## src/rtl/bfd_pkg.sv

```systemverilog
`timescale 1ns/1ps
package bfd_pkg;
  localparam int unsigned ADDR_W   = 64;
  localparam int unsigned WIN_W    = 32;
  localparam int unsigned IO_LSB   = 12;
  localparam int unsigned MEM_LSB  = 20;
  localparam int unsigned BLK_W    = 10;   // 1 KB alias block
  localparam int unsigned LOW_W    = 16;   // first 64 KB of I/O space
  localparam int unsigned ISA_W    = 8;    // low 256 bytes pass
  localparam logic [BLK_W-1:0] VGA_IO_A_LO = 10'h3B0;
  localparam logic [BLK_W-1:0] VGA_IO_A_HI = 10'h3BB;
  localparam logic [BLK_W-1:0] VGA_IO_B_LO = 10'h3C0;
  localparam logic [BLK_W-1:0] VGA_IO_B_HI = 10'h3DF;
  localparam int unsigned VGA_MEM_LSB = 17; // A0000..BFFFF is one 128 KB page
  localparam logic [ADDR_W-VGA_MEM_LSB-1:0] VGA_MEM_PAGE = 'h5;

  typedef struct packed {
    logic io_hit;
    logic mem_hit;
  } legacy_hit_t;
endpackage

```

## src/rtl/bfd_window.sv

```systemverilog
`timescale 1ns/1ps
module bfd_window #(
  parameter int unsigned ADDR_W = 64,
  parameter int unsigned WIN_W  = 32,
  parameter int unsigned LSB    = 12
) (
  input  logic [ADDR_W-1:0] addr_i,
  input  logic [WIN_W-1:0]  base_i,
  input  logic [WIN_W-1:0]  limit_i,
  output logic              hit_o
);
  localparam int unsigned CW = WIN_W - LSB;
  logic [CW-1:0] a_pg;
  logic          hi_zero;

  assign a_pg    = addr_i[WIN_W-1:LSB];
  assign hi_zero = (addr_i[ADDR_W-1:WIN_W] == '0);
  // granule compare: base rounds down, limit rounds up
  assign hit_o   = hi_zero && (a_pg >= base_i[WIN_W-1:LSB]) && (a_pg <= limit_i[WIN_W-1:LSB]);
endmodule

```

## src/rtl/bfd_legacy.sv

```systemverilog
`timescale 1ns/1ps
module bfd_legacy
  import bfd_pkg::*;
(
  input  logic [ADDR_W-1:0] addr_i,
  input  logic              vga_en_i,
  input  logic              isa_en_i,
  input  logic              io_win_i,
  output legacy_hit_t       hit_o,
  output logic              isa_blk_o
);
  logic [BLK_W-1:0] off;
  logic             low64k;
  logic             in_a, in_b;

  assign off    = addr_i[BLK_W-1:0];
  assign low64k = (addr_i[ADDR_W-1:LOW_W] == '0);
  assign in_a   = (off >= VGA_IO_A_LO) && (off <= VGA_IO_A_HI);
  assign in_b   = (off >= VGA_IO_B_LO) && (off <= VGA_IO_B_HI);

  assign hit_o.io_hit  = vga_en_i && low64k && (in_a || in_b);
  assign hit_o.mem_hit = vga_en_i && (addr_i[ADDR_W-1:VGA_MEM_LSB] == VGA_MEM_PAGE);
  assign isa_blk_o     = isa_en_i && io_win_i && low64k && (off[BLK_W-1:ISA_W] != '0);
endmodule

```

## src/rtl/bridge_fwd_decode.sv

```systemverilog
`timescale 1ns/1ps
module bridge_fwd_decode
  import bfd_pkg::*;
(
  input  logic              clk_i,
  input  logic              rst_ni,
  input  logic              in_valid_i,
  input  logic [63:0]       addr_i,
  input  logic              is_io_i,
  input  logic              mem_en_i,
  input  logic              io_en_i,
  input  logic [31:0]       io_base_i,
  input  logic [31:0]       io_limit_i,
  input  logic [31:0]       mem_base_i,
  input  logic [31:0]       mem_limit_i,
  input  logic              vga_en_i,
  input  logic              isa_en_i,
  output logic              out_valid_o,
  output logic              fwd_o
);
  logic        io_win, mem_win, isa_blk;
  legacy_hit_t lg;
  logic        io_fwd, mem_fwd, fwd_d;

  bfd_window #(.ADDR_W(ADDR_W), .WIN_W(WIN_W), .LSB(IO_LSB)) u_io_win (
    .addr_i(addr_i), .base_i(io_base_i), .limit_i(io_limit_i), .hit_o(io_win)
  );

  bfd_window #(.ADDR_W(ADDR_W), .WIN_W(WIN_W), .LSB(MEM_LSB)) u_mem_win (
    .addr_i(addr_i), .base_i(mem_base_i), .limit_i(mem_limit_i), .hit_o(mem_win)
  );

  bfd_legacy u_legacy (
    .addr_i(addr_i), .vga_en_i(vga_en_i), .isa_en_i(isa_en_i),
    .io_win_i(io_win), .hit_o(lg), .isa_blk_o(isa_blk)
  );

  // display hit outranks ISA blocking
  assign io_fwd  = io_en_i  && (lg.io_hit  || (io_win && !isa_blk));
  assign mem_fwd = mem_en_i && (lg.mem_hit || mem_win);
  assign fwd_d   = in_valid_i && (is_io_i ? io_fwd : mem_fwd);

  always_ff @(posedge clk_i or negedge rst_ni) begin
    if (!rst_ni) begin
      out_valid_o <= 1'b0;
      fwd_o       <= 1'b0;
    end else begin
      out_valid_o <= in_valid_i;
      fwd_o       <= fwd_d;
    end
  end

  p_strobe_r2: assert property (@(posedge clk_i) disable iff (!rst_ni)
    out_valid_o == $past(in_valid_i));
  p_quiet_r2: assert property (@(posedge clk_i) disable iff (!rst_ni)
    !out_valid_o |-> !fwd_o);
  p_io_gate_r3: assert property (@(posedge clk_i) disable iff (!rst_ni)
    (fwd_o && $past(is_io_i)) |-> $past(io_en_i));
  p_mem_gate_r4: assert property (@(posedge clk_i) disable iff (!rst_ni)
    (fwd_o && !$past(is_io_i)) |-> $past(mem_en_i));
  p_isa_block_r8: assert property (@(posedge clk_i) disable iff (!rst_ni)
    (in_valid_i && is_io_i && isa_blk && !lg.io_hit) |=> !fwd_o);
  p_vga_prio_r9: assert property (@(posedge clk_i) disable iff (!rst_ni)
    (in_valid_i && is_io_i && io_en_i && lg.io_hit) |=> fwd_o);
  p_no_legacy_r10: assert property (@(posedge clk_i) disable iff (!rst_ni)
    !vga_en_i |-> !(lg.io_hit || lg.mem_hit));
endmodule

```

## config.mk

```make
export PLATFORM = sky130hd
export DESIGN_NAME = bridge_fwd_decode
export DESIGN_NICKNAME = d
export VERILOG_FILES = /design/src/rtl/bfd_pkg.sv /design/src/rtl/bfd_window.sv /design/src/rtl/bfd_legacy.sv /design/src/rtl/bridge_fwd_decode.sv
export SDC_FILE = /design/constraint.sdc
export NUM_CORES = 1
export LEC_CHECK = 0
export ABC_AREA = 1
export BUFFER_PORTS_ARGS = -buffer_cell sky130_fd_sc_hd__buf_2
export CAP_MARGIN = 25
export CELL_PAD_IN_SITES_DETAIL_PLACEMENT = 1
export CELL_PAD_IN_SITES_GLOBAL_PLACEMENT = 2
export CORE_MARGIN = 5
export CORE_UTILIZATION = 16
export CTS_BUF_LIST = sky130_fd_sc_hd__clkbuf_2 sky130_fd_sc_hd__clkbuf_4 sky130_fd_sc_hd__clkbuf_8
export DETAILED_ROUTE_END_ITERATION = 16
export PLACE_DENSITY_LB_ADDON = 0.1
export SETUP_SLACK_MARGIN = 0.5
export SLEW_MARGIN = 20
export SYNTH_ARGS = -nofsm -noshare
export SYNTH_HDL_FRONTEND = slang
export SYNTH_SLANG_ARGS = --single-unit
```

## constraint.sdc

```tcl
create_clock -name clk_i -period 0.8 [get_ports clk_i]
set_input_delay 0.16 -clock clk_i [delete_from_list [all_inputs] [get_ports clk_i]]
set_output_delay 0.16 -clock clk_i [all_outputs]
set_load 0.03 [all_outputs]
```

==> results.toml <==
[status]
outcome = "finished with violations"
violations = "negative hold slack, negative setup slack"

[detailed_routing]
vias = 2645
finalWirelength_um = 8290
dr.pass1.iters = 4
post_drt_wl_per_cell_um = 12.2
post-route-drc-count = 0
drt_iter0_markers = 33
vias_per_cell = 3.88
ant_nets = 0

[clock_tree]
cts_setup_buffers = 0
htree_levels = 1
root_buffer = "clkbuf_8"
cts_buffers = 3
cts_sinks = 2
clk_path_buf_depth = 2
clkSlewWorstSetupHoldPaths_ns = 0.03
cts_tree = "yes"

[placed_design]
io_buffers = 133
globalplace.congestion = 0.722
dpl.hpwl_um = 7870
placedInstanceArea_mm2 = 0.00335

[setup_path]
path_buf_inv = 2
arrival_ns = 1.51
start_kind = "input pin"
critical_path_class = "input pin to register"
crit_family = "simple AND/OR/NAND/NOR gates"
cp.required_ns = 0.90
cp_cell_sequence = "buf_2, ha_1, nand2_2, inv_1, nand2_1, nand2_1, nand2_1, nand4_1, nand2_2, nand2_1, nand2_1, nand2_1, nand2_1, a21oi_2"
cp.depth = 14
cp-end-kind = "register"
slowest_stage = "ha_1"
path_max_fanout = 5
slowest_delay_ns = 0.33
crit_top_cell = "nand2_1"

[yosys]
synthMuxAreaShare_pct = 0
ys_types = 18
synth_seq_cells = 2
syn_inst = 358
synth_area_mm2 = 0.00209
postSynthAreaPerCell_um2 = 5.83
synth_top_family_by_area = "adder cells"
yosys.area_share.simple_pct = 33.6
synth-xor-area-share_pct = 0
synthTopCellsByArea = "ha_1 38%, nand2_1 17%, inv_1 16%, nor2_1 8.1%, a21oi_1 5.5%"
synthAdderAreaFrac_pct = 38.3
synth_compound_area_share_pct = 9.47
synth_most_common_cell = "nand2_1"
synth_commonest_cells = "94 x nand2_1, 90 x inv_1, 64 x ha_1"
ys_async_sr_fraction_pct = 100
synth_flop_cell = "dfrtp_1"
synth_edf_count = 0
yosys_warnings = 0
syn-num-nets = 622
synth.top_cell.area_share_pct = 38.3
ys_seq_area_share_pct = 2.40
yosysTopAreaCell = "ha_1"

[die]
die_x_um = 124
start_util_pct = 16.4
core_mm2 = 0.0127
die_y_um = 124
die-area_mm2 = 0.0154
core.rowCount = 41
io_pins = 202

[worst_hold_path]
hp-class = "input pin to asynchronous set/reset pin"

[timing]
finalHoldViolCount = 2
slew_violations = 0
tightest_slew_ns = 0.252
clock.fmax_mhz = 709
layout_min_cycle_time_ns = 1.41
layout_setup_ws_ns = -0.610
report.final.setup_viol = 3
min_period_over_period_pct = 176
rsz0062_at_grt = "yes"
holdWs_ns = -0.278
max_slew_margin_pct = 83.2

[finish]
fill_cells = 1635
syn2layout_area_growth_pct = 73.0
ff_latch_area_um2 = 51.3
drive_above_1_share_pct = 44.4
diodes = 0
fin_area_mm2 = 0.00361
multi_input_area_mm2 = 0.00207
fin_nets = 774

[grt]
grt_use_total_pct = 10.8
antenna_found_initial = 0
grt_pass1_vias = 3028
grt_overflow = 0
grt_max_degree = 6
grt_pass1_wl_um = 14200

[power_and_ir_drop]
p_leak_nw = 2.03
ir_worst_vdd_mv = 0.289
pwr_density_cell_mw_per_mm2 = 601

[run]
cap_viol_max_count = 0
## final timing paths
check | from | end | slack [ns]
setup / recovery | addr_i[27] | fwd_o$_DFF_PN0_ | -0.61
hold / removal | rst_ni | out_valid_o$_DFF_PN0_ | -0.28
max in group asynchronous | rst_ni | out_valid_o$_DFF_PN0_ | 0.97
min in group clk_i | in_valid_i | out_valid_o$_DFF_PN0_ | 0.07
## flip-flops by register name (all words and copies together), names as in the netlist
name,flops
out_valid_o,1
fwd_o,1
## final cells by class
type,instances,share of cell area (%)
Multi-Input combinational cell,266,57.3
Inverter,90,10.4
Clock buffer,4,1.35
Sequential cell,2,1.42
Timing Repair Buffer,147,23.6
Tap cell,172,5.96
## kinds of logic (layout without fill, tap and decap cells)
family | after synthesis | count (layout)
fa+ha+maj | 64 | 64
buf+inv | 90 | 241
flops | 2 | 2
compound gates | 35 | 35
simple gates | 167 | 167
## power by group
group	internal, mW	leakage [nW]	switching (mW)
Sequential	0.107	0.0241	0.00197
Combinational	0.798	1.97	0.803
Clock	0.372	0.0262	0.0894
Total	1.28	2.03	0.895
## routing by layer
layer,vias to the layer above,track usage [%],routed length [um]
met3,4,0.943,251
met1,1160,14.0,3880
met4,0,1.35,43
li1,1421,-,-
met2,60,19.9,4110
met5,-,0,0
## stage by stage
stage	power, mW	instances	setup TNS (ns)	utilization, %	setup slack, ns
after floorplan	0.895	358	-0.440	-	-0.440
after global placement	1.61	677	-0.974	26.4	-0.974
after detailed placement	1.63	677	-0.962	26.4	-0.962
after CTS	2.19	681	-0.805	27.6	-0.619
after global routing	2.48	681	-0.919	28.4	-0.723
final	2.17	681	-0.774	28.4	-0.610
## placed cells by master (no fill, tap or decap), types with 6 or more instances in the layout
cell | Yosys | layout
nand2_1 | 94 | 86
inv_2 | 0 | 14
ha_4 | 0 | 26
nand4_1 | 11 | 11
buf_4 | 0 | 15
inv_1 | 90 | 66
buf_6 | 0 | 6
inv_4 | 0 | 8
buf_2 | 0 | 123
nor2_1 | 45 | 39
nor2_2 | 7 | 11
nand3_1 | 7 | 7
a21oi_1 | 23 | 23
ha_1 | 64 | 38
nand2_2 | 0 | 8
## what timing repair did
item	4_1_cts	5_1_grt
pin swaps	12	14
gates resized for setup	24	19
endpoints found under the hold margin	2	2
endpoints found under the setup margin	3	3
Power figures use the tool's default switching activity.
